## src/rtl/rxf_pkg.sv

```systemverilog
package rxf_pkg;
    typedef enum logic [1:0] {
        ST_IDLE  = 2'd0,
        ST_PASS  = 2'd1,
        ST_DROP  = 2'd2,
        ST_EMPTY = 2'd3
    } rxf_state_e;
endpackage

```

## src/rtl/rxf_dest_match.sv

```systemverilog
module rxf_dest_match #(
    parameter int WORD_W = 16,
    parameter int ADDR_W = 8
) (
    input  logic [ADDR_W-1:0] host_addr,
    input  logic [WORD_W-1:0] first_word,
    input  logic              rx_jam,
    input  logic              rx_misalign,
    output logic              bad_status,
    output logic              addr_hit
);
    localparam int DEST_LSB = WORD_W - ADDR_W;

    logic [ADDR_W-1:0] dest;
    logic promisc, unicast, bcast;

    always_comb begin
        dest       = first_word[WORD_W-1:DEST_LSB];
        promisc    = (host_addr == '0);
        unicast    = (dest == host_addr);
        bcast      = (dest == '0);
        bad_status = rx_jam | rx_misalign;
        addr_hit   = promisc | unicast | bcast;
    end
endmodule

```

## src/rtl/rxf_arrive_flag.sv

```systemverilog
module rxf_arrive_flag (
    input  logic clk,
    input  logic rst_n,
    input  logic arm,
    input  logic clr,
    output logic flag
);
    always_ff @(posedge clk) begin
        if (!rst_n)   flag <= 1'b0;
        else if (clr) flag <= 1'b0;
        else if (arm) flag <= 1'b1;
    end

    // an arm with no simultaneous clear sets the flag
    a_r10_arm_sets: assert property (@(posedge clk) disable iff (!rst_n)
        (arm && !clr) |=> flag);
    // a clear wins and drops the flag
    a_r10_clr_wins: assert property (@(posedge clk) disable iff (!rst_n)
        clr |=> !flag);
endmodule

```

## src/rtl/rxf_addr_filter.sv

```systemverilog
module rxf_addr_filter #(
    parameter int WORD_W = 16,
    parameter int ADDR_W = 8,
    parameter int CNT_W  = 16
) (
    input  logic              clk,
    input  logic              rst_n,
    input  logic [ADDR_W-1:0] host_addr,
    input  logic [CNT_W-1:0]  buf_count,
    input  logic              rx_jam,
    input  logic              rx_misalign,
    input  logic [WORD_W-1:0] first_word,
    input  logic              first_valid,
    input  logic              eop,
    input  logic              backoff_arm,
    output logic              accept,
    output logic              purge,
    output logic              count_zero,
    output logic              backoff_flag
);
    import rxf_pkg::*;

    rxf_state_e state_q, state_d;
    logic bad_status, addr_hit, start, take_clear;

    rxf_dest_match #(.WORD_W(WORD_W), .ADDR_W(ADDR_W)) u_match (
        .host_addr  (host_addr),
        .first_word (first_word),
        .rx_jam     (rx_jam),
        .rx_misalign(rx_misalign),
        .bad_status (bad_status),
        .addr_hit   (addr_hit)
    );

    assign start      = (state_q == ST_IDLE) && first_valid;
    assign take_clear = start && !bad_status && addr_hit;

    rxf_arrive_flag u_flag (
        .clk  (clk),
        .rst_n(rst_n),
        .arm  (backoff_arm),
        .clr  (take_clear),
        .flag (backoff_flag)
    );

    always_comb begin
        state_d = state_q;
        unique case (state_q)
            ST_IDLE: begin
                if (first_valid) begin
                    if (bad_status || !addr_hit) state_d = ST_DROP;
                    else if (buf_count == '0)    state_d = ST_EMPTY;
                    else                         state_d = ST_PASS;
                end
            end
            ST_PASS:  if (eop) state_d = ST_IDLE;
            ST_DROP:  state_d = ST_IDLE;
            ST_EMPTY: state_d = ST_IDLE;
            default:  state_d = ST_IDLE;
        endcase
    end

    always_ff @(posedge clk) begin
        if (!rst_n) state_q <= ST_IDLE;
        else        state_q <= state_d;
    end

    always_comb begin
        accept     = 1'b0;
        purge      = 1'b0;
        count_zero = 1'b0;
        unique case (state_q)
            ST_IDLE:  ;
            ST_PASS:  accept = 1'b1;
            ST_DROP:  purge = 1'b1;
            ST_EMPTY: count_zero = 1'b1;
            default:  ;
        endcase
    end

    // bad status at packet start forces a purge
    a_r2_status_purge: assert property (@(posedge clk) disable iff (!rst_n)
        (start && (rx_jam || rx_misalign)) |=> (purge && !accept));
    // single-cycle pulses and exclusive outputs
    a_r8_purge_pulse: assert property (@(posedge clk) disable iff (!rst_n)
        purge |=> !purge);
    a_r8_zero_pulse: assert property (@(posedge clk) disable iff (!rst_n)
        count_zero |=> !count_zero);
    a_r8_exclusive: assert property (@(posedge clk) disable iff (!rst_n)
        $onehot0({accept, purge, count_zero}));
    // accept holds until eop is sampled, then falls
    a_r7_accept_hold: assert property (@(posedge clk) disable iff (!rst_n)
        (accept && !eop) |=> accept);
    a_r7_accept_end: assert property (@(posedge clk) disable iff (!rst_n)
        (accept && eop) |=> !accept);
    // a hit with a zero count reports count_zero
    a_r9_zero_count: assert property (@(posedge clk) disable iff (!rst_n)
        (take_clear && buf_count == '0) |=> (count_zero && !accept));
endmodule

```

## config.mk

```make
export PLATFORM = sky130hd
export DESIGN_NAME = rxf_addr_filter
export DESIGN_NICKNAME = d
export VERILOG_FILES = /design/src/rtl/rxf_pkg.sv /design/src/rtl/rxf_dest_match.sv /design/src/rtl/rxf_arrive_flag.sv /design/src/rtl/rxf_addr_filter.sv
export SDC_FILE = /design/constraint.sdc
export NUM_CORES = 1
export LEC_CHECK = 0
export ABC_AREA = 1
export BUFFER_PORTS_ARGS = -buffer_cell sky130_fd_sc_hd__clkbuf_2
export CAP_MARGIN = 0
export CORE_UTILIZATION = 27
export DETAILED_ROUTE_END_ITERATION = 10
export PLACE_DENSITY = 0.73
export SLEW_MARGIN = 20
export SYNTH_ARGS = -nofsm -noshare
export SYNTH_HDL_FRONTEND = slang
export SYNTH_SLANG_ARGS = --single-unit
```

## constraint.sdc

```tcl
create_clock -name clk -period 0.8 [get_ports clk]
set_input_delay 0.08 -clock clk [delete_from_list [all_inputs] [get_ports clk]]
set_output_delay 0.08 -clock clk [all_outputs]
set_load 0.01 [all_outputs]
```

==> qor.json <==
{
  "route": {
    "first_iteration_detailed_routing_drc_count": 6,
    "dr_total_vias": 592,
    "avgRoutedWirePerCell_um": 6.94,
    "route.antenna.remaining_nets": 0,
    "vias_per_cell": 4.14,
    "totalWireLength_um": 993,
    "firstDrtPassIters": 2,
    "detail_route.drc_violations": 0
  },
  "pwr": {
    "power_uw": 644,
    "cellPowerDensity_nw_per_um2": 932,
    "worst_voltage_drop_across_the_vdd_grid_uv": 391,
    "p_leak_uw": 0.000432
  },
  "floorplan": {
    "die_width_um": 40.2,
    "initial_core_util": 0.295,
    "io_pins": 51,
    "placementRows": 13,
    "die_outline_area_um2": 1620,
    "floorplan.core_area_um2": 1330,
    "die_h_um": 40.2
  },
  "clock_tree": {
    "cts_tree": "built",
    "number_of_cts_inserted_buffers": 3,
    "clock_sink_count": 3,
    "clk-insertion-delay-late_ns": 0.23,
    "cts_max_level": 1,
    "cts.reportedPaths.clkPinSlew_ns": 0.04,
    "cts_post_setup_buffers_inserted": 0,
    "cts.path.max_buffers": 2,
    "clk_root_buffer_cell": "sky130_fd_sc_hd__clkbuf_4"
  },
  "flow_run": {
    "drv.max_cap_violation_count": 0
  },
  "layout": {
    "layout.cell_area.non_filler_um2": 691,
    "num_antenna_cells": 0,
    "layout-area-overhead-vs-synth_pct": 75.2,
    "layout.core_utilization": 0.518,
    "ff_latch_area_um2": 62.6,
    "share_of_final_layout_standard_cells_stronger_than_drive_strength_1": 0.430,
    "fillers": 143,
    "multiInputGateArea_um2": 288,
    "nNetsFinal": 176
  },
  "synthesis": {
    "synth-seq-area-share": 0.152,
    "post_synth_main_area_contributors": "sky130_fd_sc_hd__nor2_1 (25%), sky130_fd_sc_hd__nand2_1 (23%), sky130_fd_sc_hd__dfxtp_1 (15%)",
    "syn_inst": 80,
    "netlist.area_leader.share": 0.248,
    "synth.net_count": 127,
    "synthDistinctLibCells": 11,
    "synth.yosys.warnings": 0,
    "dominantRegCellSynth": "sky130_fd_sc_hd__dfxtp_1",
    "synth.ff_latch_count": 3,
    "post-synth-top-area-cell": "sky130_fd_sc_hd__nor2_1",
    "number_of_flops_mapped_to_enable_cells_by_yosys": 0,
    "netlist_top_cells_count": "sky130_fd_sc_hd__nor2_1 (26), sky130_fd_sc_hd__nand2_1 (24), sky130_fd_sc_hd__inv_1 (15), sky130_fd_sc_hd__xnor2_1 (4), sky130_fd_sc_hd__dfxtp_1 (3)",
    "synth.avg_cell_area_um2": 4.93,
    "async_reset_ff_frac": 0,
    "syn-cell-area_um2": 394,
    "leading_cell_type_by_number_of_instances_after_synthesis": "sky130_fd_sc_hd__nor2_1"
  },
  "global_route": {
    "grt_first_pass_wirelength_um": 1430,
    "maximum_number_of_pins_on_one_net_before_global_route_repair": 4,
    "initial_antenna_violation_count": 0,
    "global_route.usage.total": 0.128,
    "globalRouteOverflowTotal": 0,
    "grt_pass1_vias": 452
  },
  "worst_hold_path": {
    "hold_path.class": "in -> reg",
    "holdPathStages": 3
  },
  "worst_setup_path": {
    "worst_r2r_path_depth": 6,
    "crit_arrival_ns": 0.87,
    "path_class": "reg -> out",
    "setup.worst_path.start_class": "flop",
    "worst-endpoint-required_ns": 0.72,
    "max_fo_critical_path": 3,
    "cp-end-kind": "output port"
  },
  "sta": {
    "post_route_setup_tns_ns": -0.489,
    "finClkSkew_ns": 0.0000156,
    "slew_violations": 0,
    "fmax_mhz": 1050,
    "hold_viol_final": 0,
    "max_slew.worst_pin.slew_ns": 0.176,
    "min_period_over_period": 1.19,
    "slew_headroom": 0.882,
    "layout_setup_ws_ns": -0.149,
    "setup_viol": 5,
    "clock_period_minus_worst_slack_ns": 0.949,
    "rsz0062_at_grt": "true"
  },
  "placement": {
    "placed_cell_area_um2": 641,
    "io_buffers": 42,
    "dp_hpwl_um": 901,
    "gp_congestion": 0.732
  },
  "status": {
    "result_of_the_run": "finished, violations left",
    "failed_checks": "setup timing"
  }
}
## per-stage QoR
stage | hold WS [ns] | setup WS [ns] | std cells
final | 0.0686 | -0.149 | 143
after CTS | 0.0700 | -0.164 | 143
after detailed placement | 0.309 | -0.115 | 139
after floorplan | 0.201 | -0.00941 | 80
after global placement | 0.306 | -0.109 | 139
after global routing | 0.0777 | -0.219 | 143
## layout make-up
class,instances,share of cell area
tap,15,0.0272
inverter,15,0.0815
sequential,3,0.0906
timing repair buffer,44,0.346
clock buffer,4,0.0380
multi-input combinational,62,0.417
## cells in the final DEF (no fill, tap or decap), drive strengths merged
| cell | instances |
|---|---|
| o211ai | 1 |
| nand3 | 3 |
| buf | 5 |
| clkbuf | 43 |
| nand4 | 2 |
| dfxtp | 3 |
| inv | 15 |
| xnor2 | 4 |
| a21oi | 1 |
| nand2 | 25 |
| nor2 | 26 |
## critical path, cell delays in order, from the launching register on
cell and delay, ns:
sky130_fd_sc_hd__dfxtp_2 0.32, sky130_fd_sc_hd__buf_6 0.10, sky130_fd_sc_hd__inv_2 0.03, sky130_fd_sc_hd__nor2_2 0.06, sky130_fd_sc_hd__buf_2 0.12
## per-layer routing
metal / wire length (um) / up-vias / GRT usage
met2: 529 / 22 / 0.254
met3: 74 / 0 / 0.0222
met4: 0 / 0 / 0.0500
met1: 390 / 238 / 0.128
met5: 0 / - / 0
li1: - / 332 / -
## flip-flops by register name, summed over array words and instances (netlist names)
| signal | count |
|---|---|
| state_q | 2 |
| u_flag.flag | 1 |
## where the power goes
| part | switching (uW) | internal [uW] |
|---|---|---|
| logic | 99.8 | 121 |
| registers | 3.26 | 158 |
| clock network | 75.0 | 187 |
| total | 178 | 465 |
## what timing repair did
action | in CTS | in global routing
pin swaps | 5 | 4
resized for setup | 7 | 4
hold buffers | 0 | 0
endpoints found under the setup margin | 5 | 6
## cell families (layout without fill, tap and decap cells)
kind of cell	Yosys count	after routing	synth area share
buf+inv	15	63	0.143
compound gates	2	2	0.0413
flops	3	3	0.152
simple gates	56	56	0.575
xor+xnor	4	4	0.0889
## path summary, 6_finish.rpt
kind	from	endpoint	slack [ns]
setup / recovery	state_q[1]$_SDFFE_PN0P_	purge	-0.15
hold / removal	backoff_arm	u_flag.flag$_SDFFE_PP0P_	0.07
setup reg to reg	state_q[1]$_SDFFE_PN0P_	u_flag.flag$_SDFFE_PP0P_	-0.04
hold reg to reg	u_flag.flag$_SDFFE_PP0P_	u_flag.flag$_SDFFE_PP0P_	0.47
No activity file was read; power rests on OpenSTA's default activity.
